==> src/rtl/timer_bank_pkg.sv <==
package timer_bank_pkg;
  localparam int unsigned DIV_W    = 10;  // widest divide ratio is 2**DIV_W
  localparam int unsigned DIV_SH1  = 6;
  localparam int unsigned DIV_SH2  = 8;
  localparam int unsigned RUN_BIT  = 7;
  localparam int unsigned IRQ_BIT  = 6;
  localparam int unsigned CASC_BIT = 2;

  typedef struct packed {
    logic       run;
    logic       irq_en;
    logic       casc;
    logic [1:0] psel;
  } tmr_ctrl_t;

  function automatic tmr_ctrl_t unpack_ctrl(input logic [7:0] w);
    tmr_ctrl_t c;
    c.run    = w[RUN_BIT];
    c.irq_en = w[IRQ_BIT];
    c.casc   = w[CASC_BIT];
    c.psel   = w[1:0];
    return c;
  endfunction

  function automatic logic [7:0] pack_ctrl(input tmr_ctrl_t c);
    return {c.run, c.irq_en, 3'b000, c.casc, c.psel};
  endfunction
endpackage

==> src/rtl/timer_prescaler.sv <==
module timer_prescaler
  import timer_bank_pkg::*;
(
  input  logic       clk_i,
  input  logic       rst_ni,
  input  logic       clr_i,
  input  logic       run_i,
  input  logic [1:0] sel_i,
  output logic       tick_o
);
  logic [DIV_W-1:0] div_q;

  always_ff @(posedge clk_i or negedge rst_ni) begin
    if (!rst_ni)     div_q <= '0;
    else if (clr_i)  div_q <= '0;
    else if (run_i)  div_q <= div_q + 1'b1;
  end

  // tick on the last count of the selected window
  always_comb begin
    unique case (sel_i)
      2'd0:    tick_o = 1'b1;
      2'd1:    tick_o = &div_q[DIV_SH1-1:0];
      2'd2:    tick_o = &div_q[DIV_SH2-1:0];
      default: tick_o = &div_q;
    endcase
  end
endmodule

==> src/rtl/timer_unit.sv <==
module timer_unit
  import timer_bank_pkg::*;
#(
  parameter int unsigned CNT_W     = 16,
  parameter bit          HAS_LOWER = 1'b1
) (
  input  logic             clk_i,
  input  logic             rst_ni,
  input  logic             reload_we_i,
  input  logic             ctrl_we_i,
  input  logic [CNT_W-1:0] wdata_i,
  input  logic             lower_ovf_i,
  output logic [CNT_W-1:0] cnt_o,
  output logic [CNT_W-1:0] reload_o,
  output tmr_ctrl_t        ctrl_o,
  output logic             ovf_o,
  output logic             irq_o
);
  tmr_ctrl_t        ctrl_q, ctrl_d;
  logic [CNT_W-1:0] cnt_q, reload_q;
  logic             irq_q, start, pre_tick, step;

  assign ctrl_d = unpack_ctrl(wdata_i[7:0]);
  assign start  = ctrl_we_i && ctrl_d.run && !ctrl_q.run;

  timer_prescaler u_pre (
    .clk_i  (clk_i),
    .rst_ni (rst_ni),
    .clr_i  (start),
    .run_i  (ctrl_q.run),
    .sel_i  (ctrl_q.psel),
    .tick_o (pre_tick)
  );

  assign step  = (HAS_LOWER && ctrl_q.casc) ? lower_ovf_i : pre_tick;
  assign ovf_o = ctrl_q.run && step && (cnt_q == '1);

  always_ff @(posedge clk_i or negedge rst_ni) begin
    if (!rst_ni) begin
      ctrl_q   <= '0;
      reload_q <= '0;
      cnt_q    <= '0;
      irq_q    <= 1'b0;
    end else begin
      if (ctrl_we_i)   ctrl_q   <= ctrl_d;
      if (reload_we_i) reload_q <= wdata_i;
      if (start)                     cnt_q <= reload_q;
      else if (ctrl_q.run && step)   cnt_q <= (cnt_q == '1) ? reload_q : cnt_q + 1'b1;
      irq_q <= ovf_o && ctrl_q.irq_en;
    end
  end

  assign cnt_o    = cnt_q;
  assign reload_o = reload_q;
  assign ctrl_o   = ctrl_q;
  assign irq_o    = irq_q;
endmodule

==> src/rtl/timer_bank.sv <==
module timer_bank
  import timer_bank_pkg::*;
#(
  parameter  int unsigned N_TIMERS = 4,
  parameter  int unsigned CNT_W    = 16,
  localparam int unsigned ADDR_W   = $clog2(2 * N_TIMERS)
) (
  input  logic                clk_i,
  input  logic                rst_ni,
  input  logic                wr_en_i,
  input  logic [ADDR_W-1:0]   addr_i,
  input  logic [CNT_W-1:0]    wdata_i,
  output logic [CNT_W-1:0]    rdata_o,
  output logic [N_TIMERS-1:0] irq_o
);
  localparam int unsigned IDX_W = ADDR_W - 1;

  logic [N_TIMERS-1:0][CNT_W-1:0] cnt_w, reload_w;
  logic [N_TIMERS-1:0]            run_w, casc_w, irqen_w, ovf_w;
  tmr_ctrl_t                      ctrl_w [N_TIMERS];
  logic [IDX_W-1:0]               sel_idx;

  assign sel_idx = addr_i[ADDR_W-1:1];

  for (genvar t = 0; t < N_TIMERS; t++) begin : g_tmr
    logic lower;
    if (t == 0) begin : g_base
      assign lower = 1'b0;
    end else begin : g_chain
      assign lower = ovf_w[t-1];
    end

    timer_unit #(
      .CNT_W     (CNT_W),
      .HAS_LOWER (t > 0)
    ) u_tmr (
      .clk_i       (clk_i),
      .rst_ni      (rst_ni),
      .reload_we_i (wr_en_i && (addr_i == ADDR_W'(2 * t))),
      .ctrl_we_i   (wr_en_i && (addr_i == ADDR_W'(2 * t + 1))),
      .wdata_i     (wdata_i),
      .lower_ovf_i (lower),
      .cnt_o       (cnt_w[t]),
      .reload_o    (reload_w[t]),
      .ctrl_o      (ctrl_w[t]),
      .ovf_o       (ovf_w[t]),
      .irq_o       (irq_o[t])
    );

    assign run_w[t]   = ctrl_w[t].run;
    assign casc_w[t]  = ctrl_w[t].casc;
    assign irqen_w[t] = ctrl_w[t].irq_en;
  end

  always_comb begin
    rdata_o = '0;
    for (int t = 0; t < N_TIMERS; t++) begin
      if (sel_idx == IDX_W'(t))
        rdata_o = addr_i[0] ? CNT_W'(pack_ctrl(ctrl_w[t])) : cnt_w[t];
    end
  end
endmodule

==> config.mk <==
export PLATFORM = sky130hd
export DESIGN_NAME = timer_bank
export DESIGN_NICKNAME = d
export VERILOG_FILES = /design/src/rtl/timer_bank_pkg.sv /design/src/rtl/timer_prescaler.sv /design/src/rtl/timer_unit.sv /design/src/rtl/timer_bank.sv
export SDC_FILE = /design/constraint.sdc
export NUM_CORES = 1
export LEC_CHECK = 0
export BUFFER_PORTS_ARGS = -buffer_cell sky130_fd_sc_hd__buf_2
export CAP_MARGIN = 20
export CORE_MARGIN = 10
export CORE_UTILIZATION = 40
export DETAILED_ROUTE_END_ITERATION = 8
export SYNTH_ARGS = -nofsm -noshare
export SYNTH_HDL_FRONTEND = slang
export SYNTH_SLANG_ARGS = --single-unit
==> constraint.sdc <==
create_clock -name clk_i -period 3.1 [get_ports clk_i]
set_input_delay 0 -clock clk_i [delete_from_list [all_inputs] [get_ports clk_i]]
set_output_delay 0 -clock clk_i [all_outputs]
set_load 0.01 [all_outputs]
* After elaboration in Yosys (flattened, before gate mapping)
Cells that the tools add are included.
Storage, ports and cells: register bits after elaboration 192, word-level logic and storage cells 155
Cells by class: $add $sub $neg 8, equality and inequality tests 22, muxes and demuxes 35, reduce and logical (&&, ||, !) cells 58
Operators by type and width (number):
- 16-bit 2-to-1 mux | 20
- 10-bit 2-to-1 mux | 8
- 16-bit by 1-bit adder with 16-bit output, second input constant | 4
- 16-bit equality test, second input constant | 4
- 10-bit by 1-bit adder with 10-bit output, second input constant | 4
- 10-bit AND reduction | 4
- 8-bit AND reduction | 4
- 1-bit logical AND | 28
- 6-bit AND reduction | 4
- 2-bit nonzero test | 8
- 2-bit equality test, second input constant | 6
- 3-bit equality test, second input constant | 4
- 1-bit one-hot mux with 3 select lines | 4
- 2-bit by 1-bit equality test with 1-bit output, second input constant | 5
- 2-bit logical NOT | 5
- 3-bit by 2-bit equality test with 1-bit output, second input constant | 2
- 1-bit logical NOT | 4
- 3-bit by 1-bit equality test with 1-bit output, second input constant | 1
- 3-bit logical NOT | 1
- 1-bit 2-to-1 mux | 3

* Longest topological paths before layout
depth after elaboration 14, gate-level depth with buffers 10, mapped depth without buffers 8

* Cells and area by module
A second synthesis with hierarchy kept.
Second synthesis, totals: cells, all modules 972, area, all modules 10580.1 um^2
By module, submodules not included:
- timer_unit (g_tmr[1].u_tmr ...) | instances 3, cells each 177, area each 1949.4 um^2
- timer_prescaler | instances 4, cells each 53, area each 521.8 um^2
- timer_unit (g_tmr[0].u_tmr) | instances 1, cells each 170, area each 1874.3 um^2
- timer_bank | instances 1, cells each 59, area each 770.7 um^2

* Worst setup path before layout
Ideal clock, no wire load.
path kind register to register, from register g_tmr[0].u_tmr.cnt_q[0], to register g_tmr[3].u_tmr.cnt_q[9], arrival 2.102 ns, data required time 2.978 ns, setup slack 0.877 ns, cell stages (with the launch flop) 9, cells stage by stage dfrtp_1 ha_1 nand3_2 nor4_2 o2111ai_2 a21oi_4 o21ai_4 a211o_1 a32o_1
Between the ends: cells in the longest elaborated chain, start to end 11
Ends and longest elaborated chain:
- start: declaration | RTL line timer_unit.sv:20 | logic [CNT_W-1:0] cnt_q, reload_q;
- start signal: assignment | RTL line timer_unit.sv:47 | if (start) cnt_q <= reload_q;
- start signal: assignment | RTL line timer_unit.sv:48 | else if (ctrl_q.run && step) cnt_q <= (cnt_q == '1) ? reload_q : cnt_q + 1'b1;
- 16-bit equality test | RTL line timer_unit.sv:36 | assign ovf_o = ctrl_q.run && step && (cnt_q == '1);
- 1-bit logical AND | RTL line timer_unit.sv:36
- 1-bit 2-to-1 mux | RTL line timer_unit.sv:35 | assign step = (HAS_LOWER && ctrl_q.casc) ? lower_ovf_i : pre_tick;
- 1-bit logical AND (2 in series) | RTL line timer_unit.sv:36
- 1-bit 2-to-1 mux | RTL line timer_unit.sv:35
- 1-bit logical AND (2 in series) | RTL line timer_unit.sv:36
- 1-bit 2-to-1 mux | RTL line timer_unit.sv:35
- 1-bit logical AND | RTL line timer_unit.sv:48
- 2-bit nonzero test (no line)
- end signal: assignment | RTL line timer_unit.sv:47
- end signal: assignment | RTL line timer_unit.sv:48
- end: declaration | RTL line timer_unit.sv:20
No other way between the ends. A chain may end at the register's enable or synchronous reset.

* Worst setup path after layout
from register g_tmr[0].u_tmr.cnt_q[1], to register g_tmr[3].u_tmr.cnt_q[9]
Same word-level chain as after synthesis.

==> results.cfg <==
[status]
status = completed

[detailed_routing]
drt-initial-drc-count = 824
wl_per_cell_um = 21.0
ant_nets = 0
drt-total-wl_mm = 29.2
drc = 0
first_pass_iters = 5
vias = 8288
vias_per_cell = 5.95

[global_route]
grt_usage = 0.187
busiest_layer = met2
use_met1 = 0.271
grt_pass1_wl_mm = 46.5
grt_use_met3 = 0.0255
grtUsageMet2 = 0.284
grt_pass1_vias = 8065
antenna_found_initial = 0
gr-total-overflow = 0
grt_max_degree = 102

[clocking]
clockBufferDepth = 2
cts_setup_buffers = 0
cts_tree = yes
root_buffer = clkbuf_16
cts-htree-levels = 4
cts_buffers = 17
clk_latency_ns = 0.44
cts.clk_slew.worst_paths_ns = 0.08
clock_sinks = 192

[timing]
fin_tns_setup_ns = 0
slew_headroom = 0.370
drv_slew = 0
tightestPinTransition_ns = 0.941
hold_viol_final = 0
finalSetupViolCount = 0
rsz0062_at_grt = false
fin_crit_ns = 2.78
skew_ns = 0.0115
timing.fmax_mhz = 360
period_share = 0.896

[logic_synthesis]
synth.top_cells.by_count = dfrtp_1 (192), nand2_1 (109), mux2_2 (85), o21ai_0 (77), a21oi_1 (76)
synth.area.top_cells = dfrtp_1 (47%), mux2_2 (9.5%), mux4_2 (4.7%)
ys_seq_elements = 192
yosys_warnings = 0
ys_async_sr_fraction = 1.00
ys_seq_area_frac = 0.475
synth_edf_count = 0
synth_nets = 1023
synth_ff_type = dfrtp_1
synth_top_area_frac = 0.475
avgSynthCellArea_um2 = 10.2
syn_inst = 993
synth_cell_type_count = 67
yosys.cell_count.top_type = dfrtp_1
yosys.area.top_type = dfrtp_1
syn_area_um2 = 10100

[power]
power_density_nw_per_um2 = 738
ir_worst_vdd_mv = 0.408
leakagePower_uw = 0.00491

[placed_design]
placed_area_um2 = 10700
io_buffers = 41
finalWeightedCongestion = 0.927
post-dp-hpwl_mm = 21.4

[finish]
utilization = 0.460
final_area_um2 = 11500
drive_gt1_frac = 0.213
nets = 1081
antenna_cells = 0
area_delta_synth_final_pct = 13.9
n_fill_cell = 2350

[floorplanning]
io_pins = 42
core-area_um2 = 25000
num_rows = 58
start_util = 0.404
dieArea_um2 = 32100
die_w_um = 179
die_h_um = 179

[run]
maxCapViolCount = 0

[worst_setup_path]
cp.required_ns = 3.43
arrival_ns = 3.10
startpoint_type = register
end_kind = register
crit_path_max_fanout = 15
critical_path_class = reg2reg

[min_path]
hold_path.class = in2reg
## critical path: stages (launching register included)
cell	delay, ns
dfrtp_1	0.46
ha_1	0.25
nand3_2	0.15
nor4_2	0.39
o2111ai_2	0.31
a21oi_4	0.36
o21ai_4	0.18
a211o_1	0.30
a32o_1	0.25
## stage by stage
| step | worst slack (ns) | power (uW) | std cells | hold WS, ns |
|---|---|---|---|---|
| 6_report | 0.323 | 8510 | 1394 | 0.0156 |
| 5_1_grt | 0.186 | 8970 | 1394 | 0.00932 |
| 4_1_cts | 0.357 | 8520 | 1393 | 0.00642 |
| 3_5_place_dp | 0.371 | 6160 | 1345 | 0.173 |
| 3_3_place_gp | 0.450 | 6100 | 1345 | 0.162 |
| 2_1_floorplan | 0.877 | 5290 | 993 | -0.296 |
## placed cells by master (no fill, tap or decap), types with 5 or more instances in the layout
master / netlist / routed
nand4_1: 21 / 21
a22o_1: 15 / 15
or3_1: 9 / 9
buf_2: 15 / 40
inv_1: 23 / 23
nand2_1: 109 / 109
mux4_2: 21 / 21
mux2_2: 85 / 85
nor2_1: 55 / 54
xor2_1: 5 / 5
xnor2_1: 9 / 9
o21a_1: 7 / 7
o21ai_0: 77 / 77
a31oi_1: 9 / 9
ha_1: 8 / 8
clkbuf_16: 0 / 17
o22ai_1: 12 / 12
nor2b_1: 16 / 16
nand3_1: 75 / 75
nor3_1: 20 / 20
dlygate4sd3_1: 0 / 16
dfrtp_1: 192 / 192
and3_1: 16 / 16
buf_4: 4 / 25
a21oi_1: 76 / 76
## flip-flops by register name, indices dropped and copies added, names as in the netlist
register and flops:
g_tmr.u_tmr.u_pre.div_q 40, g_tmr.u_tmr.cnt_o 64, g_tmr.u_tmr.reload_o 64, g_tmr.u_tmr.irq_o 4, g_tmr.u_tmr.ctrl_o 20
## path summary, 6_finish.rpt
| path | startpoint | end | slack [ns] | depth (start not counted) |
|---|---|---|---|---|
| min | wdata_i[4] | g_tmr[1].u_tmr.reload_o[4]$_DFFE_PN0P_ | 0.02 | 2 |
| max reg2reg | g_tmr[0].u_tmr.cnt_o[1]$_DFFE_PN0P_ | g_tmr[3].u_tmr.cnt_o[9]$_DFFE_PN0P_ | 0.32 | 8 |
| min reg2reg | g_tmr[1].u_tmr.u_pre.div_q[9]$_DFFE_PN0P_ | g_tmr[1].u_tmr.u_pre.div_q[9]$_DFFE_PN0P_ | 0.49 | 1 |
| max | g_tmr[0].u_tmr.cnt_o[1]$_DFFE_PN0P_ | g_tmr[3].u_tmr.cnt_o[9]$_DFFE_PN0P_ | 0.32 | 8 |
| min in group asynchronous | rst_ni | g_tmr[0].u_tmr.reload_o[13]$_DFFE_PN0P_ | 0.18 | 2 |
| max in group asynchronous | rst_ni | g_tmr[1].u_tmr.ctrl_o[0]$_DFFE_PN0P_ | 1.93 | 3 |
## cell type report
type	instances	area [um^2]	area share
well taps	330	413	0.0358
flip-flops and latches	192	4800	0.417
multi-input cells	733	5020	0.435
clock inverters	14	179	0.0155
repair buffers	84	597	0.0518
clock buffers	18	429	0.0372
inverters	23	86.3	0.00749
## power by group
part           internal (uW)  switching (uW)
Sequential              3180             923
Combinational           1020            1040
Clock                   1290            1060
Total                   5490            3020
## what timing repair did
item	4_1_cts	5_1_grt
hold buffers	16	0
endpoints found under the hold margin	142	0
resized for setup	0	0
## cell families (layout without fill, tap and decap cells)
logic type,after synthesis,after routing,share of synthesized area
and+or+nand+nor,353,353,0.176
AOI/OAI and AO/OA,248,248,0.152
DFF,192,192,0.475
muxes,110,110,0.145
buffers and inverters,68,139,0.0293
xor gates and xnor gates,14,14,0.0121
adders and majority gates,8,8,0.00989
## per-layer routing
layer / up-vias / part of all wire
met4: 0 / 0.019
met3: 34 / 0.064
met2: 329 / 0.46
met5: - / 0
met1: 4150 / 0.46
li1: 3775 / -
Note: power is estimated with default switching activity, not from simulation.
